### src/rtl/nco_pkg.sv
`timescale 1ns/1ps
package nco_pkg;
    typedef enum logic [1:0] {
        ACC_HOLD = 2'd0,
        ACC_STEP = 2'd1,
        ACC_LOAD = 2'd2
    } acc_act_e;
endpackage

### src/rtl/nco_ctl_delay.sv
`timescale 1ns/1ps
module nco_ctl_delay #(
    parameter int DEPTH   = 4,
    parameter bit RST_VAL = 1'b1
) (
    input  logic clk,
    input  logic rst_n,
    input  logic d,
    output logic q
);
    generate
        if (DEPTH == 0) begin : g_wire
            assign q = d;
        end else begin : g_pipe
            logic [DEPTH-1:0] sr;
            always_ff @(posedge clk or negedge rst_n) begin
                if (!rst_n) begin
                    sr <= {DEPTH{RST_VAL}};
                end else begin
                    sr[0] <= d;
                    for (int i = 1; i < DEPTH; i++) begin
                        sr[i] <= sr[i-1];
                    end
                end
            end
            assign q = sr[DEPTH-1];
        end
    endgenerate
endmodule

### src/rtl/nco_tune_reg.sv
`timescale 1ns/1ps
module nco_tune_reg #(
    parameter int W = 32
) (
    input  logic         clk,
    input  logic         rst_n,
    input  logic         grab,
    input  logic [W-1:0] word,
    output logic [W-1:0] held
);
    always_ff @(posedge clk or negedge rst_n) begin
        if (!rst_n) begin
            held <= '0;
        end else if (grab) begin
            held <= word;
        end
    end
endmodule

### src/rtl/nco_phase_acc.sv
`timescale 1ns/1ps
module nco_phase_acc
    import nco_pkg::*;
#(
    parameter int W = 32
) (
    input  logic         clk,
    input  logic         rst_n,
    input  logic         zero_fb,
    input  logic         stepping,
    input  logic [W-1:0] incr,
    output logic [W-1:0] acc
);
    acc_act_e     act;
    logic [W-1:0] acc_nxt;

    // action decode: preset outranks advance
    always_comb begin
        if (zero_fb) begin
            act = ACC_LOAD;
        end else if (stepping) begin
            act = ACC_STEP;
        end else begin
            act = ACC_HOLD;
        end
    end

    always_comb begin
        unique case (act)
            ACC_LOAD: acc_nxt = incr;
            ACC_STEP: acc_nxt = acc + incr;
            ACC_HOLD: acc_nxt = acc;
            default:  acc_nxt = acc;
        endcase
    end

    always_ff @(posedge clk or negedge rst_n) begin
        if (!rst_n) begin
            acc <= '0;
        end else begin
            acc <= acc_nxt;
        end
    end
endmodule

### src/rtl/nco_phase_core.sv
`timescale 1ns/1ps
module nco_phase_core #(
    parameter int ACC_W     = 32,
    parameter int PHASE_W   = 13,
    parameter int XFER_LAT  = 4,
    parameter int ADV_LAT   = 4,
    parameter int PRE_LAT   = 5
) (
    input  logic               clk,
    input  logic               rst_n,
    input  logic [ACC_W-1:0]   tune_word,
    input  logic               capture_n,
    input  logic               preset_n,
    input  logic               advance_n,
    output logic [PHASE_W-1:0] phase
);
    localparam int PHASE_LSB = ACC_W - PHASE_W;

    logic cap_dn, pre_dn, adv_dn;
    logic xfer_act, load_act, step_act;
    logic [ACC_W-1:0] inreg;
    logic [ACC_W-1:0] acc;

    nco_ctl_delay #(.DEPTH(XFER_LAT), .RST_VAL(1'b1)) i_cap_dly (
        .clk(clk), .rst_n(rst_n), .d(capture_n), .q(cap_dn));
    nco_ctl_delay #(.DEPTH(PRE_LAT), .RST_VAL(1'b1)) i_pre_dly (
        .clk(clk), .rst_n(rst_n), .d(preset_n), .q(pre_dn));
    nco_ctl_delay #(.DEPTH(ADV_LAT), .RST_VAL(1'b1)) i_adv_dly (
        .clk(clk), .rst_n(rst_n), .d(advance_n), .q(adv_dn));

    assign xfer_act = ~cap_dn;
    assign load_act = ~pre_dn;
    assign step_act = ~adv_dn;

    nco_tune_reg #(.W(ACC_W)) i_tune (
        .clk(clk), .rst_n(rst_n), .grab(xfer_act),
        .word(tune_word), .held(inreg));

    nco_phase_acc #(.W(ACC_W)) i_acc (
        .clk(clk), .rst_n(rst_n), .zero_fb(load_act),
        .stepping(step_act), .incr(inreg), .acc(acc));

    assign phase = acc[ACC_W-1:PHASE_LSB];
endmodule

### config.mk
export PLATFORM = sky130hd
export DESIGN_NAME = nco_phase_core
export DESIGN_NICKNAME = d
export VERILOG_FILES = /design/src/rtl/nco_pkg.sv /design/src/rtl/nco_ctl_delay.sv /design/src/rtl/nco_tune_reg.sv /design/src/rtl/nco_phase_acc.sv /design/src/rtl/nco_phase_core.sv
export SDC_FILE = /design/constraint.sdc
export NUM_CORES = 1
export LEC_CHECK = 0
export ABC_AREA = 1
export BUFFER_PORTS_ARGS = -buffer_cell sky130_fd_sc_hd__buf_2
export CAP_MARGIN = 15
export CORE_MARGIN = 8
export CORE_UTILIZATION = 40
export CTS_BUF_LIST = sky130_fd_sc_hd__clkbuf_4 sky130_fd_sc_hd__clkbuf_8 sky130_fd_sc_hd__clkbuf_16
export CTS_CLUSTER_DIAMETER = 200
export CTS_CLUSTER_SIZE = 24
export DETAILED_ROUTE_END_ITERATION = 10
export PLACE_DENSITY = 0.65
export SLEW_MARGIN = 10
export SYNTH_ARGS = -nofsm -noshare
export SYNTH_HDL_FRONTEND = slang
export SYNTH_SLANG_ARGS = --single-unit
### constraint.sdc
create_clock -name clk -period 5.7 [get_ports clk]
set_clock_uncertainty 0.2 [all_clocks]
set_input_delay 0.57 -clock clk [delete_from_list [all_inputs] [get_ports clk]]
set_output_delay 0.57 -clock clk [all_outputs]
set_load 0.02 [all_outputs]
Word-level counts from Yosys, hierarchy flattened:

Cells that the tools add are included.

* register bits: 77
* input port bits: 37
* output and inout bits: 13
* logic and storage cells: 12

* add/subtract/negate cells: 1
* equal/unequal tests: 2
* mux-type cells: 3
* reductions and logical operators: 1

Operator list (count)
* $pmux 32 s2: 1
* $add 32x32->32: 1
* $eq 2x1->1 const B: 1
* $eq 2x2->1 const B: 1
* $mux 2: 1
* $reduce_bool 2->1: 1
* $mux 1: 1

Longest topological paths before layout:

* word-level depth: 4
* depth in mapped cells: 13
* gate-level depth less buffers: 13

Cells and area by module:

A second synthesis with hierarchy kept.

* cells, all modules: 747
* area, all modules: 5197.5 µm²

Modules (own cells, without submodules)
* nco_phase_acc: times used 1, cells an instance 595, area an instance 3552.2 µm², sequential area each 800.8 µm²
* nco_tune_reg: times used 1, cells an instance 136, area an instance 1292.5 µm², sequential area each 800.8 µm²
* nco_ctl_delay at i_adv_dly ...: times used 2, cells an instance 4, area an instance 105.1 µm², sequential area each 105.1 µm²
* nco_ctl_delay at i_pre_dly: times used 1, cells an instance 5, area an instance 131.4 µm², sequential area each 131.4 µm²
* nco_phase_core: times used 1, cells an instance 3, area an instance 11.3 µm², sequential area each 0.0 µm²

Worst setup path after synthesis:

Ideal clock, no wire load.

* path kind: register to register
* from: register i_acc.acc[0]
* to: register i_acc.acc[8]
* setup time: 0.124 ns
* data arrival time: 1.718 ns
* required time: 5.376 ns
* setup slack: 3.658 ns
* stages on the path, launching flop included: 10
* buffers on the path: 0
* clock period less this slack: 2.042 ns
* cells stage by stage: dfrtp_1 -> ha_1 -> fa_1 -> nand3_1 -> nand2_2 -> nand2_1 -> nand3_1 -> or2_2 -> nand3_1 -> nand3_1

* word-level cells in the longest chain between the ends: 2

RTL lines
* start: declaration: line nco_phase_acc.sv:12 `output logic [W-1:0] acc`
* start signal: assignment: line nco_phase_acc.sv:41 `acc <= acc_nxt;`
* $add 32x32->32: line nco_phase_acc.sv:31 `ACC_STEP: acc_nxt = acc + incr;`
* $pmux 32 s2: line nco_phase_acc.sv:29 `unique case (act)`

No other way between the ends.
A chain may end at the register's enable or synchronous reset.

Final worst setup path:

* from: register i_pre_dly.g_pipe.sr[4]
* to: register i_acc.acc[9]

* word-level cells in the longest chain between the ends: 3
* elaborated cells between the ends (all ways): 5
* classes of those cells: eq/ne: 2; mux: 2; reduce/logical: 1

RTL lines
* start: declaration: line nco_ctl_delay.sv:15 `logic [DEPTH-1:0] sr;`
* start signal: assignment: line nco_ctl_delay.sv:18 `sr <= {DEPTH{RST_VAL}};`
* start signal: indexed assignment: line nco_ctl_delay.sv:22 `sr[i] <= sr[i-1];`
* $mux 2 *: line nco_phase_acc.sv:19 `if (zero_fb) begin`
* $eq 2x1->1 or $eq 2x2->1 (tied branches): line nco_phase_acc.sv:29
* $pmux 32 s2 or $reduce_bool 2->1 (tied branches)

Every way passes the cells marked *; elsewhere a longest branch is shown, timed or not.

==> flow_metrics.tcl <==
set metrics [dict create \
    status "finished, final reports clean" \
    routed_wl_um 12500 \
    place_congestion 0.908 \
    switching_share 0.407 \
    ys_async_sr_fraction 1.00 \
    synth.area.top_cells "dfrtp_1 30%, nand2_1 16%, ha_1 7.3%, inv_1 6.8%, dfstp_2 6.5%" \
    internal_power_mw 1.22 \
    p_switching_mw 0.839 \
    grt_usage 0.158 \
    ant_nets 0 \
    antenna_found_initial 0 \
    synthCells 717 \
    ys.flop_type "dfrtp_1" \
    fmax_mhz 419 \
    cp_max_fo 29 \
    htree_levels 3 \
    crit_path_end_kind "register" \
    fin_tns_setup_ns 0 \
    drv_cap 0 \
    synth_common_cells "230 x nand2_1, 96 x inv_1, 64 x dfrtp_1" \
    yosysMostFrequentCell "nand2_1" \
    final.setup.worst_slack_ns 3.32 \
    hp-class "in -> reg" \
    clockBufferDepth 2 \
    startpoint_type "register" \
    synth_top_area_frac 0.303 \
    overflow 0 \
    arrival_ns 2.40 \
    ys_types 35 \
    period_minus_slack_ns 2.38 \
    nets 821 \
    grt_max_degree 78 \
    setup_violations 0 \
    synth-seq-cells 77 \
    synth_seq_area_share 0.367 \
    seq_power_share 0.333 \
    grt_pass1_wl_um 21300 \
    synthesis.area_um2 5290 \
    worstPathRequired_ns 5.72 \
    dieArea_um2 17200 \
    synth_nets 786 \
    peakVddDrop_mv 0.144 \
    power_leakage_nw 3.08 \
    path_class "reg -> reg" \
    vias_per_cell 4.88 \
    clk_pin_slew_ns 0.06 \
    dpl_worst_slack_ns 3.32 \
    fp.coreArea_um2 13100 \
    drive_gt1_frac 0.192 \
    num_rows 42 \
    dieWidth_um 131 \
    port_buffers 49 \
    post_cts_resized 0 \
    synth_warnings 0 \
    wl_per_cell_um 13.4 \
    post_cts_buffers 0 \
    drtIter0Drc 237 \
    slew_viol_final 0 \
    antenna_cells 0 \
    dp_hpwl_um 9400 \
    fin_crit_sh 0.418 \
    max-slew-margin-rel 0.244 \
    clkLatencyLatePin_ns 0.35 \
    start_util 0.404 \
    syn_avg_cell_area_um2 7.38 \
    holdWs_ns 0.119 \
    synth-simple-area-share 0.302 \
    io_pins 50 \
    rsz0062_at_grt "no" \
    vias 4551 \
    power_density_nw_per_um2 350 \
    synth_compound_area_frac 0.0832 \
    synth_area_leader_cell "dfrtp_1" \
    synth-adder-area-share 0.0771 \
    p_comb_frac 0.401 \
    synthToLayoutAreaGrowth_pct 11.3 \
    cts_tree "yes" \
    hold_buffers 0 \
    root_buffer "clkbuf_16" \
    synth_edf_count 0 \
    synth_top_family_by_area "simple AND/OR/NAND/NOR gates" \
    pwr-share-clk 0.266 \
    drc 0 \
    synthMuxAreaShare 0.0617 \
    cts_buffers 9 \
    drt-pass1-iter-count 6 \
    hold_viol_final 0 \
    die_y_um 131 \
    synth_xor_area_frac 0.00662 \
    cts.sinks 77 \
    first_global_vias 4355 \
    worst_slew_pin_slew_ns 1.13 \
]
## logic make-up (layout without fill, tap and decap cells)
kind of cell | Yosys count | count (layout)
flops | 77 | 77
mux | 29 | 29
xor+xnor | 4 | 4
fa+ha+maj | 32 | 32
compound gates | 75 | 75
buf+inv | 128 | 168
simple gates | 372 | 372
## final timing paths
check | start | endpoint | slack [ns] | cells past startpoint
max | i_pre_dly.g_pipe.sr[4] | i_acc.acc[9] | 3.32 | 6
max in group asynchronous | rst_n | i_tune.held[11] | 4.50 | 1
min | advance_n | i_adv_dly.g_pipe.sr[0] | 0.12 | 1
min in group asynchronous | rst_n | i_tune.held[2] | 0.17 | 1
min reg2reg | i_pre_dly.g_pipe.sr[1] | i_pre_dly.g_pipe.sr[2] | 0.16 | 0
max reg2reg | i_pre_dly.g_pipe.sr[4] | i_acc.acc[9] | 3.32 | 6
## placed cells by master (no fill, tap or decap), types with 3 or more instances in the layout
cell	synthesis	routed
dfstp_2	13	13
ha_1	31	31
nand2_1	230	230
o21ai_0	19	19
inv_2	6	6
o21bai_1	3	3
o211ai_1	3	3
nand3b_1	3	3
nand2_2	14	14
mux2_2	29	29
nor2_1	43	43
inv_1	96	96
nand3_2	4	4
nor3_2	4	4
clkbuf_16	0	9
nor3_1	4	4
nor2_2	5	5
dfrtp_1	64	64
nand3_1	59	59
buf_2	9	48
a21oi_1	36	36
nand4_1	3	3
xnor2_1	3	3
a22o_1	9	9
## metal layers
metal | routed length, µm | vias up | track usage
li1 | - | 2346 | -
met2 | 5400 | 112 | 0.239
met4 | 143 | 0 | 0.0405
met5 | 0 | - | 0
met1 | 6350 | 2082 | 0.224
met3 | 580 | 11 | 0.0308
## per-stage QoR
stage                     utilization  area, µm²  total power [mW]  cells
after CTS                       0.450       5890              2.07    933
after global routing            0.450       5890              2.23    933
after detailed placement        0.429       5610              1.52    917
final                           0.450       5890              2.06    933
after floorplan                     -       5290              1.33    717
after global placement          0.429       5610              1.51    917
## sequential cells by signal, summed over array words and instances, names as in the netlist
register / count
i_acc.acc: 32
i_adv_dly.g_pipe.sr: 4
i_cap_dly.g_pipe.sr: 4
i_tune.held: 32
i_pre_dly.g_pipe.sr: 5
## power groups by stage
stage	Combinational [mW]	Clock (mW)	Sequential, mW
final	0.826	0.548	0.686
after global routing	0.946	0.588	0.699
after detailed placement	0.821	0	0.695
after CTS	0.827	0.560	0.687
after floorplan	0.660	0	0.673
after global placement	0.818	0	0.695
## worst max-delay path, cell delays in order, from the launching register on
cell     delay, ns
dfstp_2       0.38
inv_1         0.74
nor2_1        0.12
inv_1         0.51
a21oi_1       0.07
o21ai_0       0.12
nand3_1       0.10
## area by class of cell
class | instances | area, µm²
Fill cell | 1341 | 7190
Tap cell | 176 | 220
Clock inverter | 7 | 57.6
Inverter | 102 | 383
Multi-Input combinational cell | 512 | 2810
Timing Repair Buffer | 50 | 255
Clock buffer | 9 | 225
Sequential cell | 77 | 1940
Note: power is estimated with default switching activity, not from simulation.
